==> config.mk <==
export PLATFORM = sky130hd
export DESIGN_NAME = sprom_serial_mem
export DESIGN_NICKNAME = d
export VERILOG_FILES = /design/src/rtl/sprom_pkg.sv /design/src/rtl/sprom_pin_sync.sv /design/src/rtl/sprom_frame.sv /design/src/rtl/sprom_store.sv /design/src/rtl/sprom_serial_mem.sv
export SDC_FILE = /design/constraint.sdc
export NUM_CORES = 2
export LEC_CHECK = 0
export BUFFER_PORTS_ARGS = -buffer_cell sky130_fd_sc_hd__buf_2
export CAP_MARGIN = 5
export CELL_PAD_IN_SITES_DETAIL_PLACEMENT = 2
export CELL_PAD_IN_SITES_GLOBAL_PLACEMENT = 2
export CORE_AREA = 10 10 390 392
export CTS_CLUSTER_SIZE = 8
export DETAILED_ROUTE_END_ITERATION = 8
export DIE_AREA = 0 0 400 402
export PLACE_DENSITY = 0.78
export SYNTH_ARGS = -nofsm -noshare
export SYNTH_HDL_FRONTEND = slang
export SYNTH_SLANG_ARGS = --single-unit
==> constraint.sdc <==
create_clock -name clk -period 3.2 [get_ports clk]
set_input_delay 0.8 -clock clk [delete_from_list [all_inputs] [get_ports clk]]
set_output_delay 0.8 -clock clk [all_outputs]
set_load 0.02 [all_outputs]
==> src/rtl/sprom_pkg.sv <==
package sprom_pkg;
  // code nibble stored with C0 in bit 0
  typedef enum logic [3:0] {
    CMD_READ   = 4'b0001,
    CMD_PROG   = 4'b0110,
    CMD_ERASE  = 4'b1100,
    CMD_STATUS = 4'b1101,
    CMD_UNLOCK = 4'b1001,
    CMD_LOCK   = 4'b1011
  } cmd_e;

  typedef enum logic [1:0] {
    OUT_IDLE = 2'd0,
    OUT_READ = 2'd1,
    OUT_STAT = 2'd2
  } out_e;
endpackage

==> src/rtl/sprom_pin_sync.sv <==
module sprom_pin_sync #(
  parameter int STAGES = 2
) (
  input  logic clk,
  input  logic rst_n,
  input  logic cs_n,
  input  logic sclk,
  input  logic sdi,
  output logic cs_s,
  output logic sclk_s,
  output logic sdi_s,
  output logic sclk_rise,
  output logic sclk_fall,
  output logic cs_fall
);
  localparam logic [2:0] IDLE_PINS = 3'b110;

  logic [STAGES-1:0][2:0] pipe_q, pipe_n;
  logic                   sclk_d_q, cs_d_q;

  always_comb begin
    pipe_n[0] = {cs_n, sclk, sdi};
  end

  generate
    for (genvar g = 1; g < STAGES; g++) begin : g_stage
      always_comb pipe_n[g] = pipe_q[g-1];
    end
  endgenerate

  always_ff @(posedge clk or negedge rst_n) begin
    if (!rst_n) begin
      pipe_q   <= {STAGES{IDLE_PINS}};
      sclk_d_q <= 1'b1;
      cs_d_q   <= 1'b1;
    end else begin
      pipe_q   <= pipe_n;
      sclk_d_q <= sclk_s;
      cs_d_q   <= cs_s;
    end
  end

  assign cs_s      = pipe_q[STAGES-1][2];
  assign sclk_s    = pipe_q[STAGES-1][1];
  assign sdi_s     = pipe_q[STAGES-1][0];
  assign sclk_rise = sclk_s & ~sclk_d_q;
  assign sclk_fall = ~sclk_s & sclk_d_q;
  assign cs_fall   = ~cs_s & cs_d_q;
endmodule

==> src/rtl/sprom_frame.sv <==
module sprom_frame
  import sprom_pkg::*;
#(
  parameter int ADDR_W = 7,
  parameter int DATA_W = 8
) (
  input  logic              clk,
  input  logic              rst_n,
  input  logic              cs_s,
  input  logic              cs_fall,
  input  logic              sclk_s,
  input  logic              sclk_rise,
  input  logic              sclk_fall,
  input  logic              sdi_s,
  input  logic              ready,
  input  logic [DATA_W-1:0] rd_data,
  output logic [ADDR_W-1:0] rd_addr,
  output logic              req_prog,
  output logic              req_erase,
  output logic              req_unlock,
  output logic              req_lock,
  output logic [ADDR_W-1:0] wr_addr,
  output logic [DATA_W-1:0] wr_data,
  output logic              sdo
);
  localparam int AF       = ADDR_W + 1;
  localparam int CF       = 8;
  localparam int LAST_CMD = AF + CF - 1;
  localparam int LAST_DAT = AF + CF + DATA_W - 1;
  localparam int CW       = $clog2(LAST_DAT + 2);

  logic              act_q, act_n;
  logic [CW-1:0]     cnt_q, cnt_n;
  logic [AF-1:0]     a_q, a_n;
  logic [CF-1:0]     c_q, c_n;
  logic [DATA_W-1:0] d_q, d_n;
  logic              pend_q, pend_n;
  out_e              mode_q, mode_n;
  logic [DATA_W-1:0] osh_q, osh_n;
  logic              sdo_q, sdo_n;
  logic              prog_q, prog_n, erase_q, erase_n;
  logic              unl_q, unl_n, lock_q, lock_n;
  logic [ADDR_W-1:0] wa_q, wa_n;
  logic [DATA_W-1:0] wd_q, wd_n;
  logic [CF-1:0]     cmd_full;
  int                idx;

  assign cmd_full = {sdi_s, c_q[CF-2:0]};
  assign idx      = int'(cnt_q);

  always_comb begin
    act_n = act_q;  cnt_n = cnt_q;  a_n = a_q;  c_n = c_q;  d_n = d_q;
    pend_n = pend_q;  mode_n = mode_q;  osh_n = osh_q;  sdo_n = sdo_q;
    wa_n = wa_q;  wd_n = wd_q;
    prog_n = 1'b0;  erase_n = 1'b0;  unl_n = 1'b0;  lock_n = 1'b0;
    if (cs_s) begin
      act_n  = 1'b0;
      cnt_n  = '0;
      pend_n = 1'b0;
      mode_n = OUT_IDLE;
      sdo_n  = 1'b0;
    end else if (cs_fall) begin
      act_n = sclk_s;
      cnt_n = '0;
    end else begin
      if (act_q && sclk_rise) begin
        if (idx < AF)             a_n[idx] = sdi_s;
        else if (idx < AF + CF)   c_n[idx-AF] = sdi_s;
        else if (idx <= LAST_DAT) d_n[idx-AF-CF] = sdi_s;
        if (idx <= LAST_DAT) cnt_n = cnt_q + 1'b1;
        if (idx == LAST_CMD) begin
          if (a_q[AF-1] || (cmd_full[CF-1:4] != '0)) begin
            act_n = 1'b0;
          end else begin
            case (cmd_full[3:0])
              CMD_STATUS: mode_n = OUT_STAT;
              CMD_READ: if (ready) begin
                mode_n = OUT_READ;
                osh_n  = rd_data;
              end
              CMD_PROG:   pend_n  = ready;
              CMD_ERASE:  erase_n = ready;
              CMD_UNLOCK: unl_n   = ready;
              CMD_LOCK:   lock_n  = ready;
              default:    act_n   = 1'b0;
            endcase
          end
        end
        if (idx == LAST_DAT && pend_q) begin
          prog_n = ready;
          wa_n   = a_q[ADDR_W-1:0];
          wd_n   = {sdi_s, d_q[DATA_W-2:0]};
          pend_n = 1'b0;
        end
      end
      if (sclk_fall && mode_q == OUT_READ) begin
        sdo_n = osh_q[0];
        osh_n = osh_q >> 1;
      end
    end
  end

  always_ff @(posedge clk or negedge rst_n) begin
    if (!rst_n) begin
      act_q <= 1'b0;  cnt_q <= '0;  a_q <= '0;  c_q <= '0;  d_q <= '0;
      pend_q <= 1'b0;  mode_q <= OUT_IDLE;  osh_q <= '0;  sdo_q <= 1'b0;
      prog_q <= 1'b0;  erase_q <= 1'b0;  unl_q <= 1'b0;  lock_q <= 1'b0;
      wa_q <= '0;  wd_q <= '0;
    end else begin
      act_q <= act_n;  cnt_q <= cnt_n;  a_q <= a_n;  c_q <= c_n;  d_q <= d_n;
      pend_q <= pend_n;  mode_q <= mode_n;  osh_q <= osh_n;  sdo_q <= sdo_n;
      prog_q <= prog_n;  erase_q <= erase_n;  unl_q <= unl_n;  lock_q <= lock_n;
      wa_q <= wa_n;  wd_q <= wd_n;
    end
  end

  assign rd_addr    = a_q[ADDR_W-1:0];
  assign req_prog   = prog_q;
  assign req_erase  = erase_q;
  assign req_unlock = unl_q;
  assign req_lock   = lock_q;
  assign wr_addr    = wa_q;
  assign wr_data    = wd_q;
  assign sdo        = (mode_q == OUT_STAT) ? ready :
                      (mode_q == OUT_READ) ? sdo_q : 1'b0;
endmodule

==> src/rtl/sprom_store.sv <==
module sprom_store #(
  parameter int ADDR_W      = 7,
  parameter int DATA_W      = 8,
  parameter int PROG_CYCLES = 200
) (
  input  logic              clk,
  input  logic              rst_n,
  input  logic              req_prog,
  input  logic              req_erase,
  input  logic              req_unlock,
  input  logic              req_lock,
  input  logic [ADDR_W-1:0] wr_addr,
  input  logic [DATA_W-1:0] wr_data,
  input  logic [ADDR_W-1:0] rd_addr,
  output logic [DATA_W-1:0] rd_data,
  output logic              ready,
  output logic              wp
);
  localparam int DEPTH = 1 << ADDR_W;
  localparam int TW    = $clog2(PROG_CYCLES + 1);
  localparam logic [TW-1:0] T_LOAD = TW'(PROG_CYCLES - 1);

  logic                   ready_q, ready_n, wp_q, wp_n;
  logic [TW-1:0]          tmr_q, tmr_n;
  logic                   op_erase_q, op_erase_n;
  logic [ADDR_W-1:0]      op_addr_q, op_addr_n;
  logic [DATA_W-1:0]      op_data_q, op_data_n;
  logic                   start, commit;
  logic [DEPTH-1:0][DATA_W-1:0] mem_q;

  assign start  = ready_q && !wp_q && (req_prog || req_erase);
  assign commit = !ready_q && (tmr_q == '0);

  always_comb begin
    ready_n = ready_q;  wp_n = wp_q;  tmr_n = tmr_q;
    op_erase_n = op_erase_q;  op_addr_n = op_addr_q;  op_data_n = op_data_q;
    if (start) begin
      ready_n    = 1'b0;
      tmr_n      = T_LOAD;
      op_erase_n = req_erase;
      op_addr_n  = wr_addr;
      op_data_n  = wr_data;
    end else if (commit) begin
      ready_n = 1'b1;
    end else if (!ready_q) begin
      tmr_n = tmr_q - 1'b1;
    end
    if (ready_q && req_unlock) wp_n = 1'b0;
    if (ready_q && req_lock)   wp_n = 1'b1;
  end

  always_ff @(posedge clk or negedge rst_n) begin
    if (!rst_n) begin
      ready_q <= 1'b1;  wp_q <= 1'b1;  tmr_q <= '0;
      op_erase_q <= 1'b0;  op_addr_q <= '0;  op_data_q <= '0;
    end else begin
      ready_q <= ready_n;  wp_q <= wp_n;  tmr_q <= tmr_n;
      op_erase_q <= op_erase_n;  op_addr_q <= op_addr_n;  op_data_q <= op_data_n;
    end
  end

  generate
    for (genvar i = 0; i < DEPTH; i++) begin : g_cell
      logic we;
      assign we = commit && (op_erase_q || (op_addr_q == ADDR_W'(i)));
      always_ff @(posedge clk or negedge rst_n) begin
        if (!rst_n)  mem_q[i] <= '0;
        else if (we) mem_q[i] <= op_erase_q ? '0 : op_data_q;
      end
    end
  endgenerate

  assign rd_data = mem_q[rd_addr];
  assign ready   = ready_q;
  assign wp      = wp_q;
endmodule

==> src/rtl/sprom_serial_mem.sv <==
module sprom_serial_mem #(
  parameter int ADDR_W      = 7,
  parameter int DATA_W      = 8,
  parameter int PROG_CYCLES = 200,
  parameter int SYNC_STAGES = 2
) (
  input  logic clk,
  input  logic rst_n,
  input  logic cs_n,
  input  logic sclk,
  input  logic sdi,
  output logic sdo
);
  logic              cs_s, sclk_s, sdi_s, sclk_rise, sclk_fall, cs_fall;
  logic              ready, wp;
  logic              req_prog, req_erase, req_unlock, req_lock;
  logic [ADDR_W-1:0] rd_addr, wr_addr;
  logic [DATA_W-1:0] rd_data, wr_data;

  sprom_pin_sync #(.STAGES(SYNC_STAGES)) u_sync (
    .clk(clk), .rst_n(rst_n), .cs_n(cs_n), .sclk(sclk), .sdi(sdi),
    .cs_s(cs_s), .sclk_s(sclk_s), .sdi_s(sdi_s),
    .sclk_rise(sclk_rise), .sclk_fall(sclk_fall), .cs_fall(cs_fall)
  );

  sprom_frame #(.ADDR_W(ADDR_W), .DATA_W(DATA_W)) u_frame (
    .clk(clk), .rst_n(rst_n), .cs_s(cs_s), .cs_fall(cs_fall),
    .sclk_s(sclk_s), .sclk_rise(sclk_rise), .sclk_fall(sclk_fall),
    .sdi_s(sdi_s), .ready(ready), .rd_data(rd_data), .rd_addr(rd_addr),
    .req_prog(req_prog), .req_erase(req_erase),
    .req_unlock(req_unlock), .req_lock(req_lock),
    .wr_addr(wr_addr), .wr_data(wr_data), .sdo(sdo)
  );

  sprom_store #(.ADDR_W(ADDR_W), .DATA_W(DATA_W), .PROG_CYCLES(PROG_CYCLES)) u_store (
    .clk(clk), .rst_n(rst_n), .req_prog(req_prog), .req_erase(req_erase),
    .req_unlock(req_unlock), .req_lock(req_lock),
    .wr_addr(wr_addr), .wr_data(wr_data), .rd_addr(rd_addr),
    .rd_data(rd_data), .ready(ready), .wp(wp)
  );
endmodule

==> impl_results.md <==
- Required time at the endpoint of the critical path: 3.87 ns
- Number of synthesized flops with an enable pin: 0
- Met2 Use GR: 37.28%
- Final critical delay including setup and external delays: 3.052 ns
- Total clock sinks: 1117
- Worst-case headroom to the max-slew limit: 11.43%
- Tightest Pin Transition: 1.320 ns
- Total leakage power: 23.91 nW
- Signed area change from the synthesized netlist to the final layout: 14.94%
- Net count after synthesis: 4664
- Total number of placement rows: 140
- Placer's final routability congestion estimate: 0.8885
- Total power consumption of the routed design: 30.55 mW
- Effective utilization at floorplan: 34.61%
- Max-slew violations: 0
- Start-to-end type of the worst setup path: flip-flop to flip-flop
- Layout cell share with drive strength beyond 1: 17.93%
- Initial antenna violation count: 5
- GR Layer Usage met1: 28.82%
- Maximum fanout count along the critical path: 34
- Io pins: 6
- Hold Path Class: input port to flip-flop
- Number of port buffers: 5
- Sequential area share after synthesis: 55.90%
- Routed vias: 38420
- Max Buffers Root-to-Sink: 3
- Most used routing layer in global routing: met2
- Most common cell after layout, fill and taps aside: sky130_fd_sc_hd__nand2_1
- Cell-by-cell listing of the critical path: buf_12 > buf_12 > buf_4 > mux4_2 > a22oi_1 > o21ai_0 > o21ai_1 > buf_4 > or4_1 > a31oi_1
- Share of the synthesized area in the top cell type: 55.48%
- DIE WIDTH: 400 um
- Clk pin slew, worst setup/hold paths: 0.05 ns
- Clock tree from TritonCTS: done
- Std-Cell Core Area: 144500 um2
- Number of routed nets with antenna violations: 0
- Cell at the root of the clock tree: sky130_fd_sc_hd__clkbuf_16
- Synthesized area per cell: 10.74 um2
- Fmax achieved: 327.6 MHz
- First-pass GRT wire length: 281100 um
- DRC violation total after the first TritonRoute iteration: 3069
- Post-detailed-routing wire length: 181900 um
- Main flop type after synthesis: sky130_fd_sc_hd__dfrtp_1
- Height of the die: 402 um
- Number of buffers inserted during clock tree synthesis: 158
- Top cell type by total area after synthesis: sky130_fd_sc_hd__dfrtp_1
- Via count of the first global-routing pass: 43350
- Sum of net half-perimeters after detailed placement: 118600 um
- Syn Std Cell Area: 50020 um2
- Max stage delay on crit path: 0.58 ns
- Number of standard cells after synthesis: 4656
- Maximum number of pins on one net before global-route repair: 102
- Areal power density over the cells: 531.4 nW/um2
- M3 GR Usage: 4.302%
- Synthesis Warnings: 0
- Utilization of the core after routing: 39.78%
- Overall routing resource usage: 22.67%
- Clock Skews: 0.02948 ns
- Critical path launch point type: flip-flop
- Proportion of register bits with asynchronous set or reset after synthesis: 100.0%
- Buffering stage count on the worst path with inverters included: 4
- Count of maximum capacitance violations: 0
- Total of flip-flops plus latches after synthesis: 1117
- Count of antenna diodes in the layout: 0
- Leftover overflow at the end of global routing: 0
- Unrepaired setup endpoints after global routing: no
- Residual DRC count: 0
- CP max-delay cell: sky130_fd_sc_hd__dfrtp_4
- Top cells by area, synth: sky130_fd_sc_hd__dfrtp_1 (55%), sky130_fd_sc_hd__mux4_2 (12%), sky130_fd_sc_hd__o21ai_1 (9.6%), sky130_fd_sc_hd__nand2_1 (8.8%), sky130_fd_sc_hd__clkbuf_1 (2.2%)
- Area of the die: 160800 um2
- Number of optimization iterations in the first detailed-route pass: 7
- Flip-flop and latch area: 27980 um2
- Run status: finished, final reports clean
- Detail-routed net length per standard cell: 27.53 um
- Number of vias per cell after detailed routing: 5.814
- Number of nets in the final layout: 4663
- Area occupied by multi-input gates: 20310 um2
- Unique cell type count in the Yosys netlist: 71
- Final setup violating endpoints: 0
- Maximum resistive drop on vdd: 0.5699 mV
- Number of levels in the clock H-tree: 4
- Fin crit share: 95.38%
- Commonest non-fill, non-tap cells in the layout: sky130_fd_sc_hd__nand2_1 (1175), sky130_fd_sc_hd__dfrtp_1 (1103), sky130_fd_sc_hd__o21ai_1 (953)
- Setup TNS: 0 ns
- Fillcell total: 14840
- Critical path endpoint category: flip-flop
- Largest delay contributor family on the critical path: buffers and inverters
- Final hold viol count: 0
- Clock Latency Late Sink: 0.80 ns
- Crit path DAT: 3.72 ns
routing by layer:
layer	vias to the layer above	wire, um
met4	6	8560
met1	20740	75970
li1	16310	-
met5	-	42
met3	426	8838
met2	942	88490
synthesized netlist by cell type, types with 6 or more instances:
master,count
sky130_fd_sc_hd__mux2_1,7
sky130_fd_sc_hd__mux2_2,48
sky130_fd_sc_hd__clkbuf_1,292
sky130_fd_sc_hd__nand2b_1,18
sky130_fd_sc_hd__buf_2,55
sky130_fd_sc_hd__nand2_1,1175
sky130_fd_sc_hd__mux2i_1,33
sky130_fd_sc_hd__dfstp_2,8
sky130_fd_sc_hd__nor2_1,90
sky130_fd_sc_hd__and3_1,6
sky130_fd_sc_hd__nand3_1,36
sky130_fd_sc_hd__dfrtp_1,1109
sky130_fd_sc_hd__o21ai_0,118
sky130_fd_sc_hd__nor3_1,48
sky130_fd_sc_hd__buf_6,14
sky130_fd_sc_hd__a21oi_1,11
sky130_fd_sc_hd__nand4_1,7
sky130_fd_sc_hd__o21ai_2,42
sky130_fd_sc_hd__buf_4,31
sky130_fd_sc_hd__nor4_1,12
sky130_fd_sc_hd__a211oi_1,14
sky130_fd_sc_hd__a31oi_1,10
sky130_fd_sc_hd__nand2_2,11
sky130_fd_sc_hd__a22oi_1,14
sky130_fd_sc_hd__o22ai_1,13
sky130_fd_sc_hd__inv_1,10
sky130_fd_sc_hd__o21ai_1,955
sky130_fd_sc_hd__a21o_1,65
sky130_fd_sc_hd__buf_1,12
sky130_fd_sc_hd__nor2b_1,16
sky130_fd_sc_hd__a2111oi_0,8
sky130_fd_sc_hd__and2_1,10
sky130_fd_sc_hd__mux4_2,272
sky130_fd_sc_hd__or2_2,7
worst paths after layout:
check,startpoint,slack (ns),end,cells after the start
max in group asynchronous,rst_n,1.51,u_store.op_erase_q,3
min,cs_n,0.1,u_sync.pipe_n[5],1
min in group asynchronous,rst_n,0.61,u_store.mem_q[270],2
max reg2reg,u_frame.a_q[0],0.15,u_frame.osh_q[4],10
max,u_frame.a_q[0],0.15,u_frame.osh_q[4],10
min reg2reg,u_sync.pipe_n[4],0.36,u_sync.sclk_s,0
flip-flops by register name, indices dropped and copies added (netlist names), 2 cells and up:
name / cells
u_frame.mode_q: 2
u_sync.pipe_n: 3
u_frame.a_q: 8
u_store.mem_q: 1024
u_frame.d_q: 7
u_frame.osh_q: 8
u_frame.c_q: 7
u_store.op_data_q: 8
u_frame.wr_data: 8
u_store.op_addr_q: 7
u_store.tmr_q: 8
u_frame.wr_addr: 7
u_frame.cnt_q: 5
logic make-up after synthesis:
group | Yosys count | share of synthesized area (%)
XOR/XNOR | 7 | 0.1226
flip-flops | 1117 | 55.90
AND/OR/NAND/NOR | 1470 | 12.04
adder cells (fa/ha/maj) | 3 | 0.07505
buffers and inverters | 416 | 3.702
AO/OA/AOI/OAI | 1283 | 14.01
multiplexers | 360 | 14.15
stage by stage:
stage | worst slack (ns) | std cells | instance area [um2] | hold slack (ns)
after floorplan | 0.8774 | 4656 | 50020 | 0.3312
after global placement | 0.1248 | 6411 | 53190 | 0.3515
after detailed placement | 0.1301 | 6411 | 53190 | 0.3499
after CTS | 0.08774 | 6608 | 57490 | 0.04775
after global routing | 0.007947 | 6608 | 57490 | 0.06643
final | 0.1478 | 6608 | 57490 | 0.09885
area by class of cell:
cell class	instances	area share (%)
clock buffer	182	7.142
timing repair buffer	243	4.305
clock inverter	14	0.3156
inverter	12	0.07834
multi-input combinational	3123	35.32
sequential	1117	48.67
tap	1917	4.172
where the power goes:
part           internal (mW)  total [mW]  leakage (nW)  switching, mW
logic                  0.389        1.08          6.25          0.693
registers               14.2        14.2          15.6         0.0231
clock network           8.94        15.3          2.09           6.35
repair_timing:
item                                    4_1_cts  5_1_grt
endpoints found under the setup margin        0        2
setup buffers                                 0        0
hold endpoints to repair                     10        0
gates resized for setup                       0        2
hold buffers                                  1        0
Note: power is estimated with default switching activity, not from simulation.
